`src/rtl/sdcmd_pkg.sv`:
```
package sdcmd_pkg;

  // command selected for a taken access
  typedef enum logic [1:0] {
    CMD_NONE = 2'd0,
    CMD_PALL = 2'd1,
    CMD_MRS  = 2'd2
  } cmdKindT;

  // strobes from the control to the datapath
  typedef struct packed {
    logic    fire;  // accept edge: load pins for the command
    cmdKindT kind;  // which command is loaded
    logic    done;  // command cycle ends: return pins to idle
  } cmdStrobeT;

  // control register bit positions
  localparam int ARM_PALL_BIT = 0;
  localparam int ARM_MRS_BIT  = 1;
  localparam int WIDTH_LSB    = 2;
  localparam int MUX_LSB      = 4;
  localparam int REG_W        = 8;

  // {ras_n, cas_n, we_n} for each command
  function automatic logic [2:0] pinCode(input cmdKindT k);
    case (k)
      CMD_PALL: pinCode = 3'b010;
      CMD_MRS:  pinCode = 3'b000;
      default:  pinCode = 3'b111;
    endcase
  endfunction

endpackage

```
`src/rtl/sdcmd_ctrl.sv`:
```
module sdcmd_ctrl
  import sdcmd_pkg::*;
#(
  parameter int MUX_W = 3
) (
  input  logic                 clk,
  input  logic                 rstN,
  input  logic                 regWrEn,
  input  logic [REG_W-1:0]     regWrData,
  output logic [REG_W-1:0]     regRdData,
  input  logic                 busReq,
  input  logic                 busWrite,
  output logic                 busAck,
  output logic                 fwdReq,
  output cmdStrobeT            strobe,
  output logic [MUX_W-1:0]     muxSel,
  output logic [1:0]           widthSel
);

  typedef enum logic [1:0] {ST_IDLE, ST_CMD, ST_ACK} stateT;

  stateT   state;
  cmdKindT heldKind;
  cmdKindT pickKind;
  logic    pallArm;
  logic    mrsArm;
  logic    pallHit;
  logic    mrsHit;
  logic    accept;
  logic    clrPall;
  logic    clrMrs;
  logic    unusedRsvd;

  assign unusedRsvd = regWrData[REG_W-1];

  // precharge-all needs a write; load-mode takes any access
  always_comb begin
    pallHit  = pallArm && busWrite;
    mrsHit   = mrsArm;
    if (pallHit)     pickKind = CMD_PALL;
    else if (mrsHit) pickKind = CMD_MRS;
    else             pickKind = CMD_NONE;
    accept   = busReq && (state == ST_IDLE) && (pickKind != CMD_NONE);
    fwdReq   = busReq && (state == ST_IDLE) && (pickKind == CMD_NONE);
    clrPall  = (state == ST_CMD) && (heldKind == CMD_PALL);
    clrMrs   = (state == ST_CMD) && (heldKind == CMD_MRS);
  end

  always_comb begin
    strobe.fire = accept;
    strobe.kind = pickKind;
    strobe.done = (state == ST_CMD);
  end

  assign busAck = (state == ST_ACK);

  always_ff @(posedge clk) begin
    if (!rstN) begin
      state    <= ST_IDLE;
      heldKind <= CMD_NONE;
    end else begin
      case (state)
        ST_IDLE: if (accept) begin
          state    <= ST_CMD;
          heldKind <= pickKind;
        end
        ST_CMD:  state <= ST_ACK;
        default: begin
          state    <= ST_IDLE;
          heldKind <= CMD_NONE;
        end
      endcase
    end
  end

  // arm bits: set by writing 1, cleared only by command completion
  always_ff @(posedge clk) begin
    if (!rstN) begin
      pallArm  <= 1'b0;
      mrsArm   <= 1'b0;
      muxSel   <= '0;
      widthSel <= '0;
    end else begin
      pallArm <= (pallArm && !clrPall) || (regWrEn && regWrData[ARM_PALL_BIT]);
      mrsArm  <= (mrsArm && !clrMrs)   || (regWrEn && regWrData[ARM_MRS_BIT]);
      if (regWrEn) begin
        widthSel <= regWrData[WIDTH_LSB +: 2];
        muxSel   <= regWrData[MUX_LSB +: MUX_W];
      end
    end
  end

  always_comb begin
    regRdData                  = '0;
    regRdData[ARM_PALL_BIT]    = pallArm;
    regRdData[ARM_MRS_BIT]     = mrsArm;
    regRdData[WIDTH_LSB +: 2]  = widthSel;
    regRdData[MUX_LSB +: MUX_W] = muxSel;
  end

endmodule

```
`src/rtl/sdcmd_dpath.sv`:
```
module sdcmd_dpath
  import sdcmd_pkg::*;
#(
  parameter int ADDR_W   = 32,
  parameter int BANK_W   = 2,
  parameter int MUX_W    = 3,
  parameter int CMD_BASE = 17
) (
  input  logic              clk,
  input  logic              rstN,
  input  cmdStrobeT         strobe,
  input  logic [ADDR_W-1:0] busAddr,
  input  logic [MUX_W-1:0]  muxSel,
  input  logic [1:0]        widthSel,
  output logic              sdCsN,
  output logic              sdRasN,
  output logic              sdCasN,
  output logic              sdWeN,
  output logic [ADDR_W-1:0] sdAddr,
  output logic [BANK_W-1:0] sdBank,
  output logic [2:0]        portBytes
);

  localparam int POS_W = $clog2(ADDR_W) + 1;

  logic [POS_W-1:0]  cmdPos;
  logic [ADDR_W-1:0] cmdMask;
  logic [ADDR_W-1:0] addrNext;
  logic [BANK_W-1:0] bankNext;

  assign cmdPos  = POS_W'(CMD_BASE) + POS_W'(muxSel);
  assign cmdMask = ADDR_W'(1) << cmdPos;

  // bank bits start one above the command bit
  for (genvar g = 0; g < BANK_W; g++) begin : gBank
    logic [POS_W-1:0] idx;
    assign idx         = cmdPos + POS_W'(g + 1);
    assign bankNext[g] = busAddr[idx];
  end

  assign addrNext = (strobe.kind == CMD_PALL) ? (busAddr | cmdMask) : busAddr;

  always_ff @(posedge clk) begin
    if (!rstN) begin
      sdCsN                    <= 1'b1;
      {sdRasN, sdCasN, sdWeN}  <= 3'b111;
      sdAddr                   <= '0;
      sdBank                   <= '0;
    end else if (strobe.fire) begin
      sdCsN                    <= 1'b0;
      {sdRasN, sdCasN, sdWeN}  <= pinCode(strobe.kind);
      sdAddr                   <= addrNext;
      sdBank                   <= bankNext;
    end else if (strobe.done) begin
      sdCsN                    <= 1'b1;
      {sdRasN, sdCasN, sdWeN}  <= 3'b111;
      sdAddr                   <= '0;
      sdBank                   <= '0;
    end
  end

  always_comb begin
    casez (widthSel)
      2'b00:   portBytes = 3'd4;
      2'b01:   portBytes = 3'd1;
      default: portBytes = 3'd2;
    endcase
  end

endmodule

```
`src/rtl/sdram_oneshot_cmd.sv`:
```
module sdram_oneshot_cmd
  import sdcmd_pkg::*;
#(
  parameter int ADDR_W   = 32,
  parameter int BANK_W   = 2,
  parameter int MUX_W    = 3,
  parameter int CMD_BASE = 17
) (
  input  logic              clk,
  input  logic              rstN,
  input  logic              regWrEn,
  input  logic [7:0]        regWrData,
  output logic [7:0]        regRdData,
  input  logic              busReq,
  input  logic              busWrite,
  input  logic [ADDR_W-1:0] busAddr,
  output logic              busAck,
  output logic              fwdReq,
  output logic              sdCsN,
  output logic              sdRasN,
  output logic              sdCasN,
  output logic              sdWeN,
  output logic [ADDR_W-1:0] sdAddr,
  output logic [BANK_W-1:0] sdBank,
  output logic [2:0]        portBytes
);

  cmdStrobeT        strobe;
  logic [MUX_W-1:0] muxSel;
  logic [1:0]       widthSel;

  sdcmd_ctrl #(.MUX_W(MUX_W)) ctrl (
    .clk       (clk),
    .rstN      (rstN),
    .regWrEn   (regWrEn),
    .regWrData (regWrData),
    .regRdData (regRdData),
    .busReq    (busReq),
    .busWrite  (busWrite),
    .busAck    (busAck),
    .fwdReq    (fwdReq),
    .strobe    (strobe),
    .muxSel    (muxSel),
    .widthSel  (widthSel)
  );

  sdcmd_dpath #(
    .ADDR_W   (ADDR_W),
    .BANK_W   (BANK_W),
    .MUX_W    (MUX_W),
    .CMD_BASE (CMD_BASE)
  ) dpath (
    .clk       (clk),
    .rstN      (rstN),
    .strobe    (strobe),
    .busAddr   (busAddr),
    .muxSel    (muxSel),
    .widthSel  (widthSel),
    .sdCsN     (sdCsN),
    .sdRasN    (sdRasN),
    .sdCasN    (sdCasN),
    .sdWeN     (sdWeN),
    .sdAddr    (sdAddr),
    .sdBank    (sdBank),
    .portBytes (portBytes)
  );

endmodule

```
`config.mk`:
```
export PLATFORM = sky130hd
export DESIGN_NAME = sdram_oneshot_cmd
export DESIGN_NICKNAME = d
export VERILOG_FILES = /design/src/rtl/sdcmd_pkg.sv /design/src/rtl/sdcmd_ctrl.sv /design/src/rtl/sdcmd_dpath.sv /design/src/rtl/sdram_oneshot_cmd.sv
export SDC_FILE = /design/constraint.sdc
export NUM_CORES = 1
export LEC_CHECK = 0
export ABC_CLOCK_PERIOD_IN_PS = 2600
export BUFFER_PORTS_ARGS = -buffer_cell sky130_fd_sc_hd__buf_4
export CAP_MARGIN = 10
export CORE_MARGIN = 2
export CORE_UTILIZATION = 40
export CTS_CLUSTER_SIZE = 8
export DETAILED_ROUTE_END_ITERATION = 10
export GPL_TIMING_DRIVEN = 1
export PLACE_DENSITY = 0.69
export SETUP_SLACK_MARGIN = 0.4
export SLEW_MARGIN = 10
export SYNTH_ARGS = -nofsm -noshare
export SYNTH_HDL_FRONTEND = slang
export SYNTH_SLANG_ARGS = --single-unit
```
`constraint.sdc`:
```
create_clock -name clk -period 2.6 [get_ports clk]
set_clock_uncertainty 0.2 [all_clocks]
set_input_delay 0.13 -clock clk [delete_from_list [all_inputs] [get_ports clk]]
set_output_delay 0.13 -clock clk [all_outputs]
set_load 0.005 [all_outputs]
```
==> impl_metrics.ini <==
[timing]
rsz0062_at_grt = yes
period_needed_ns = 2.173
fin_setup_tns_ns = 0
timing.hold.ws_ns = 0.008622
drv_slew = 0
fmax_mhz = 460.2
finalHoldViolCount = 0
setup_viol = 0
fin_crit_sh_pct = 83.57

[hold_path]
hp-class = in2reg
hold_path_depth = 3
hold_start = regWrEn
hold_end = ctrl.muxSel[0]$_SDFFE_PN0P_

[synthesis]
ys_seq_elements = 48
postSynthCellCount = 218
yosysMostFrequentCell = dfxtp_1
synth-async-reset-ratio_pct = 0
synth_warnings = 0
avgSynthCellArea_um2 = 9.987
synth_flop_cell = dfxtp_1
yosysTopAreaCell = dfxtp_1
synth.distinct_cells = 36
synth-edff-count = 0
synth_top_area_share_pct = 44.14
synth_area_mm2 = 0.002177
synth_common_cells = dfxtp_1, nand2_1, a21oi_1
synth_seq_area_share_pct = 44.14
ys_top_cells_by_area = dfxtp_1, a22o_1, mux2i_1, mux4_1, a21oi_1
syn-num-nets = 268

[cts]
clock-sinks = 48
h-tree-depth = 2
cts_buffers = 5
cts_tree = yes
clock-root-buffer = clkbuf_8
clock_latency_ns = 0.30
cts_buffer_depth = 2
clk_pin_slew_ns = 0.09

[routing]
first_iter_violations = 132
ant_nets = 0
routed_wl_um = 6383
drc_errors = 0
first_pass_iters = 4
post_drt_wl_per_cell_um = 14.81
routed_via_density = 5.093
num_vias = 2195

[layout]
layout-drive-gt1-share_pct = 35.46
syn_to_final_growth_pct = 62.82
nNetsFinal = 410
diodes = 0
final_cells = 431
n_fill_cell = 387

[grt]
grt_max_degree = 35
grt_overflow_total = 0
grt_pass1_vias = 2144
grt_antenna_before_repair = 0
globalRouteTotalUtil_pct = 21.06
grt_pass1_wl_um = 10290

[floorplan]
die_w_um = 77.78
die_area_mm2 = 0.006049
io_pins = 96
num_rows = 26
core_mm2 = 0.005172
floorplan.initialDensity_pct = 42.09
fp.dieH_um = 77.78

[status]
status = completed

[pwr]
p_per_area_mw_per_mm2 = 463.5
cellLeakagePower_nw = 1.579
vdd_drop_max_v = 0.0003607

[worst_setup_path]
rrSetupSlack_ns = 0.43
path_class = reg2reg
reg2reg_to = dpath.sdBank[1]$_SDFFE_PN0P_
reg2reg_from = ctrl.muxSel[0]$_SDFFE_PN0P_
r2r_cells = 5
critPathArrivalTime_ns = 2.17
start_kind = flop
crit_fanout = 8
cp.required_ns = 2.60
crit_path_end_kind = flop

[place]
dp_cells = 374
dp_hpwl_um = 4096
globalplace.congestion = 0.8203
port_buffers = 93

[flow_run]
max-cap-violations = 0
==> cell families (layout without fill, tap and decap cells) <==
family	Yosys count	in the layout	share of synthesized area, %
buffers and inverters	17	160	4.196
other	1	1	0.1722
AOI/OAI and AO/OA	66	66	19.20
DFF	48	48	44.14
and+or+nand+nor	58	58	13.91
muxes	21	21	14.37
xor gates and xnor gates	2	2	1.150
adders and majority gates	5	5	2.874
==> final cells by class <==
class	instances	area (um^2)	area share, %
repair buffers	149	1234	34.80
multi-input cells	153	1154	32.55
flip-flops and latches	48	962.2	27.14
well taps	70	87.58	2.471
clock buffers	6	82.58	2.330
clock inverters	2	13.76	0.3883
inverters	3	11.26	0.3177
==> sequential cells by signal (all words and copies together), names as in the netlist <==
signal and flops:
dpath.sdAddr 32, ctrl.mrsArm 1, dpath.sdCsN 1, ctrl.muxSel 3, dpath.sdRasN 1, ctrl.pallArm 1, ctrl.widthSel 2, ctrl.heldKind 2
dpath.sdBank 2, dpath.sdCasN 1, ctrl.state 2
==> through the flow <==
step                      cell area [um^2]  util, %  setup WS [ns]  power [mW]
final                                 3545    68.53         0.4271       1.643
after global routing                  3545    68.53         0.3798       1.718
after floorplan                       2182        -         0.4190      0.9602
after detailed placement              2943    56.89         0.2874       1.109
after CTS                             3492    67.51         0.3667       1.635
after global placement                2943    56.89         0.3215       1.106
==> routing by layer <==
layer / wire [um] / part of all wire [%] / up-vias / global-route usage (%)
met4: 51 / 0.80 / 0 / 4.286
met1: 2739 / 43 / 1041 / 27.17
met3: 457 / 7.2 / 6 / 5.349
li1: - / - / 1067 / -
met5: 0 / 0 / - / 0
met2: 3134 / 49 / 81 / 35.60
==> cells in the final DEF (no fill, tap or decap), types with 3 or more instances in the layout <==
cell type	count
buf_4	105
dfxtp_1	47
dlygate4sd3_1	43
nand2_1	25
a21oi_1	20
a22o_1	18
mux2i_1	14
o21ai_0	14
nor2b_1	11
o21ai_1	6
clkbuf_8	6
nor3b_1	4
mux4_1	4
nand2b_1	3
nand3b_1	3
mux4_2	3
ha_2	3
==> repair_timing <==
action                     4_1_cts  5_1_grt
setup endpoints to repair        2        2
hold endpoints to repair        44        0
hold buffers                    43        0
pin swaps                        0        2
resized for setup                4        3
setup buffers                    0        6
==> how the worst max path moves through the flow <==
stage                                 from                            to  cells past startpoint
4_1_cts        ctrl.muxSel[0]$_SDFFE_PN0P_  dpath.sdBank[1]$_SDFFE_PN0P_                      5
3_3_place_gp   ctrl.muxSel[0]$_SDFFE_PN0P_  dpath.sdBank[1]$_SDFFE_PN0P_                      5
5_1_grt        ctrl.muxSel[0]$_SDFFE_PN0P_  dpath.sdBank[1]$_SDFFE_PN0P_                      5
3_5_place_dp   ctrl.muxSel[0]$_SDFFE_PN0P_  dpath.sdBank[1]$_SDFFE_PN0P_                      5
6_report       ctrl.muxSel[0]$_SDFFE_PN0P_  dpath.sdBank[1]$_SDFFE_PN0P_                      5
2_1_floorplan  ctrl.muxSel[1]$_SDFFE_PN0P_  dpath.sdBank[1]$_SDFFE_PN0P_                      5
==> worst max-delay path, cell delays in order, from the launching register on <==
cell and delay, ns:
dfxtp_2 0.34, ha_2 0.24, xnor2_4 0.28, mux4_1 0.33, mux4_2 0.49, a22o_1 0.19
==> where the power goes <==
part           total, mW  leakage, nW  internal, mW  switching [mW]
clock              0.474       0.0516         0.218           0.256
combinational      0.372         1.14         0.225           0.146
sequential         0.797        0.392         0.771          0.0254
total               1.64         1.58          1.21           0.428
Note: power is estimated with default switching activity, not from simulation.
